`src/rtl/supply_seq_ctrl.sv`:
```
module supply_seq_ctrl #(
  parameter int ILIM_W    = 6,
  parameter int SS_CYCLES = 630
) (
  input  logic              clk,
  input  logic              rst_n,
  input  logic              vin_ok,
  input  logic              vdd_above_on,
  input  logic              vdd_below_uv,
  input  logic              vdd_below_rst,
  input  logic              cycle_tick,
  input  logic              pk_hit,
  input  logic              ov_fault,
  input  logic              ol_fault,
  input  logic              hot_trip,
  input  logic              cool_ok,
  output logic              chg_en,
  output logic              chg_fast,
  output logic              sw_en,
  output logic [ILIM_W-1:0] ilim,
  output logic [2:0]        fault_code
);

  localparam int LIM_MAX = (1 << ILIM_W) - 1;
  localparam int STEP    = (SS_CYCLES / LIM_MAX < 1) ? 1 : SS_CYCLES / LIM_MAX;
  localparam int CNT_W   = $clog2(STEP + 1);

  typedef enum logic [2:0] {
    S_CHG_FAST, S_RUN, S_WAIT, S_CHG_SLOW, S_PK_LATCH, S_UV_STOP
  } st_t;

  st_t               st_q, st_d;
  logic              warn_q, therm_q;
  logic [CNT_W-1:0]  cnt_q;
  logic [ILIM_W-1:0] lim_q;
  logic [2:0]        code_q, cause;

  wire therm_now = hot_trip | (therm_q & ~cool_ok);
  wire charging  = (st_q == S_CHG_FAST) || (st_q == S_CHG_SLOW);
  wire running   = (st_q == S_RUN);
  wire pk_flt    = cycle_tick & pk_hit & warn_q;
  wire other_flt = ov_fault | ol_fault | therm_now;

  always_comb begin
    if (pk_flt)        cause = 3'd3;
    else if (therm_now) cause = 3'd4;
    else if (ol_fault)  cause = 3'd2;
    else                cause = 3'd1;
  end

  always_comb begin
    st_d = st_q;
    case (st_q)
      S_CHG_FAST, S_CHG_SLOW: if (vdd_above_on) st_d = S_RUN;
      S_RUN: begin
        if (vdd_below_uv)   st_d = S_UV_STOP;
        else if (pk_flt)    st_d = S_PK_LATCH;
        else if (other_flt) st_d = S_WAIT;
      end
      S_WAIT:     if (vdd_below_rst) st_d = S_CHG_SLOW;
      S_PK_LATCH: if (vdd_below_uv)  st_d = S_WAIT;
      default:    st_d = st_q;
    endcase
  end

  always_ff @(posedge clk or negedge rst_n) begin
    if (!rst_n) begin
      st_q    <= S_CHG_FAST;
      warn_q  <= 1'b0;
      therm_q <= 1'b0;
      cnt_q   <= '0;
      lim_q   <= '0;
      code_q  <= 3'd0;
    end else begin
      st_q    <= st_d;
      therm_q <= therm_now;
      if (!running)        warn_q <= 1'b0;
      else if (cycle_tick) warn_q <= pk_hit;
      if (!running || st_d != S_RUN) begin
        cnt_q <= '0;
        lim_q <= '0;
      end else if (lim_q != ILIM_W'(LIM_MAX)) begin
        if (cnt_q == CNT_W'(STEP - 1)) begin
          cnt_q <= '0;
          lim_q <= lim_q + 1'b1;
        end else begin
          cnt_q <= cnt_q + 1'b1;
        end
      end
      if (running && st_d != S_RUN && st_d != S_UV_STOP && code_q == 3'd0)
        code_q <= cause;
    end
  end

  assign chg_en     = charging & vin_ok;
  assign chg_fast   = (st_q == S_CHG_FAST);
  assign sw_en      = running;
  assign ilim       = lim_q;
  assign fault_code = code_q;

  assert_no_overlap_R2: assert property (@(posedge clk) disable iff (!rst_n)
    !(sw_en && chg_en));

  assert_lim_idle_R4: assert property (@(posedge clk) disable iff (!rst_n)
    !sw_en |-> ilim == '0);

  assert_lim_step_R4: assert property (@(posedge clk) disable iff (!rst_n)
    sw_en && $past(sw_en) |-> (ilim == $past(ilim) || ilim == $past(ilim) + 1'b1));

  assert_uv_stop_R5: assert property (@(posedge clk) disable iff (!rst_n)
    sw_en && vdd_below_uv |=> !sw_en && !chg_en);

  assert_fault_stop_R6: assert property (@(posedge clk) disable iff (!rst_n)
    sw_en && (ov_fault || ol_fault) |=> !sw_en && !chg_en);

  assert_hot_stop_R10: assert property (@(posedge clk) disable iff (!rst_n)
    sw_en && hot_trip |=> !sw_en);

  assert_chg_hold_R11: assert property (@(posedge clk) disable iff (!rst_n)
    charging && !vdd_above_on |=> $stable(st_q));

  assert_code_hold_R12: assert property (@(posedge clk) disable iff (!rst_n)
    fault_code != 3'd0 |=> $stable(fault_code));

endmodule

```
`config.mk`:
```
export PLATFORM = sky130hd
export DESIGN_NAME = supply_seq_ctrl
export DESIGN_NICKNAME = d
export VERILOG_FILES = /design/src/rtl/supply_seq_ctrl.sv
export SDC_FILE = /design/constraint.sdc
export NUM_CORES = 1
export LEC_CHECK = 0
export BUFFER_PORTS_ARGS = -buffer_cell sky130_fd_sc_hd__clkbuf_2
export CAP_MARGIN = 30
export CORE_UTILIZATION = 50
export DETAILED_ROUTE_END_ITERATION = 8
export PLACE_DENSITY = 0.81
export SYNTH_ARGS = -nofsm -noshare
export SYNTH_HDL_FRONTEND = slang
export SYNTH_SLANG_ARGS = --single-unit
```
`constraint.sdc`:
```
create_clock -name clk -period 4 [get_ports clk]
set_input_delay 0.8 -clock clk [delete_from_list [all_inputs] [get_ports clk]]
set_output_delay 0.8 -clock clk [all_outputs]
set_load 0.02 [all_outputs]
```
==> results.py <==
metrics = {
    "sta": {
        "maxSlewViolCount": 0,
        "period_share_pct": 57.5,
        "setup-violations-final": 0,
        "period_needed_ns": 2.30,
        "timing.final.ws_setup_ns": 1.70,
        "tightest_slew_ns": 0.445,
        "maxSlewHeadroom_pct": 70.4,
        "fin_worst_skew_ns": 0.00459,
        "rsz0062_at_grt": "false",
        "hold_violations": 0,
        "max_clock_freq_ghz": 0.435,
        "fin_setup_tns_ns": 0,
    },
    "outcome": {
        "status": "finished clean",
    },
    "logic_synthesis": {
        "yosys.area.top_type_share_pct": 42.2,
        "ys_seq_area_share_pct": 42.2,
        "synth_area_leader_cell": "dfrtp_1",
        "synth_nets": 127,
        "yosys-top-cells-area": "dfrtp_1 (42%), nor2_1 (6.3%), mux2i_1 (5.6%)",
        "syn_avg_cell_area_um2": 9.53,
        "synth_flop_cell": "dfrtp_1",
        "ys_seq_elements": 18,
        "synth_edf_count": 0,
        "synth_area_um2": 1070,
        "syn_inst": 112,
        "ys_async_sr_fraction_pct": 100,
        "ys_types": 38,
        "yosys_warnings": 0,
    },
    "global_route": {
        "grt_pass1_vias": 715,
        "overflow": 0,
        "grt_util_met2_pct": 28.3,
        "grt_pass1_wl_um": 3060,
        "grt_max_degree": 19,
        "grtUsageMet1_pct": 28.4,
        "grt.busiest_layer": "met1",
        "grt_usage_pct": 19.4,
        "antenna_found_initial": 0,
        "met3_usage_pct": 4.44,
    },
    "floorplan": {
        "dieArea_um2": 2320,
        "top_level_ports": 24,
        "start_util_pct": 53.9,
        "core-area_um2": 1980,
        "die_h_um": 48.2,
        "fp.dieW_um": 48.2,
        "core.rowCount": 16,
    },
    "layout": {
        "post_route_cells_drive_above_1_share_pct": 25.2,
        "multi_input_area_um2": 561,
        "area_growth_syn_to_layout_pct": 15.0,
        "nFillCells": 169,
        "finalNetCount": 151,
        "final_common_cell": "clkbuf_2",
        "seq_area_um2": 450,
        "most-common-layout-cells": "clkbuf_2 (23), nor2_1 (18), dfrtp_1 (18)",
        "antenna_cells": 0,
    },
    "power_and_ir_drop": {
        "ir_drop_mv": 0.282,
        "p_total_uw": 540,
        "pwr_density_cell_nw_per_um2": 440,
        "leakage_uw": 0.000593,
    },
    "cts": {
        "cts_resized": 0,
        "tritoncts": "built",
        "cts_buffer_depth": 2,
        "insertion_delay_ns": 0.29,
        "cts_root_buf": "clkbuf_4",
        "cts_setup_buffers": 0,
        "cts.clk_slew.worst_paths_ns": 0.10,
        "cts_sinks": 18,
        "hold_buffers": 0,
        "htree_levels": 1,
        "cts_inserted_buffers": 3,
    },
    "placement": {
        "dpl_worst_slack_ns": 1.96,
        "portBuffers": 23,
        "hpwl_um": 1550,
        "gp_congestion": 0.807,
    },
    "critical_path": {
        "worstPathRequired_ns": 3.20,
        "crit_path_end_kind": "output port",
        "timing.critical_path.slowest_stage_cell": "dfrtp_1",
        "path_max_fanout": 12,
        "crit_chain": "or3b_4, clkinv_4, clkbuf_2",
        "critPathKind": "flop to output port",
        "max_stage_delay_ns": 0.50,
        "crit_start": "st_q[1]$_DFF_PN0_",
        "path_delay_family": "flip-flops",
        "crit_path_start_kind": "flop",
        "cp_num_buf_inv": 2,
        "rr_startpoint": "ilim[0]$_DFFE_PN0P_",
        "critPathArrivalTime_ns": 1.50,
    },
    "drt": {
        "wl_per_cell_um": 12.7,
        "wl_um": 2050,
        "dr.pass1.iters": 4,
        "vias_per_cell": 5.44,
        "first_iter_violations": 10,
        "drc": 0,
        "ant_nets": 0,
        "vias": 881,
    },
    "min_path": {
        "hold_class": "input pin to async pin",
    },
    "flow_run": {
        "cap_violations": 0,
    },
}
==> worst reg2reg max path: stages (launching register included) <==
cell and delay (ns):
dfrtp_1 0.44, ha_1 0.28, nand2_1 0.13, nor2_1 0.12
or4b_1 0.52, a31oi_1 0.17
==> worst paths after layout <==
check | to | slack, ns | cells after the start
max | sw_en | 1.70 | 3
min | cnt_q[2]$_DFFE_PN0P_ | 0.43 | 1
max reg2reg | cnt_q[3]$_DFFE_PN0P_ | 2.28 | 5
min reg2reg | fault_code[2]$_DFFE_PN0P_ | 0.54 | 1
max in group asynchronous | ilim[0]$_DFFE_PN0P_ | 3.26 | 1
min in group clk | fault_code[2]$_DFFE_PN0P_ | 0.54 | 1
==> synthesized netlist by cell type, drive strengths merged (2+ instances only) <==
master	n
dfrtp	18
a41o	2
buf	3
nor2	18
inv	6
o21ai	8
a21o	2
ha	3
mux2i	6
nand3	5
nand2	4
nand4	3
a211oi	2
xor2	2
and3	3
nor3	3
a21oi	5
nand2b	2
nor4b	2
==> final cells by class <==
cell class | count | area share [%]
repair buffers | 23 | 9.38
inverters | 7 | 2.55
flip-flops and latches | 18 | 36.7
clock buffers | 4 | 2.96
multi-input cells | 83 | 45.7
well taps | 27 | 2.75
==> cells by family after synthesis <==
kind of cell               count (synthesis)  synth area share, %
xor gates and xnor gates                   2                 1.64
DFF                                       18                 42.2
and+or+nand+nor                           48                 27.1
buffers and inverters                     11                 5.27
adders and majority gates                  3                 3.52
muxes                                      6                 5.63
AOI/OAI and AO/OA                         24                 14.7
==> registers in the layout, summed over array words and instances, names as in the netlist <==
name,flops
cnt_q,4
therm_q,1
ilim,6
warn_q,1
fault_code,3
st_q,3
==> per-layer routing <==
layer / wire length (µm) / share of wire [%] / up-vias
li1: - / - / 450
met1: 1050 / 51 / 419
met2: 931 / 45 / 10
met3: 47 / 2.3 / 2
met4: 23 / 1.1 / 0
met5: 0 / 0 / -
==> stage by stage <==
stage / utilization, % / instance area (µm²) / std cells / hold slack, ns
finish: 61.9 / 1230 / 162 / 0.434
global route: 61.9 / 1230 / 162 / 0.453
CTS: 61.9 / 1230 / 162 / 0.440
detailed placement: 60.1 / 1190 / 158 / 0.510
global placement: 60.1 / 1190 / 158 / 0.510
floorplan: - / 1070 / 112 / 0.502
==> power by group <==
part | internal (µW) | switching, µW
logic | 77.4 | 99.9
registers | 208 | 45.1
clock network | 55.4 | 55.0
total | 340 | 200
Note: power is estimated with default switching activity, not from simulation.
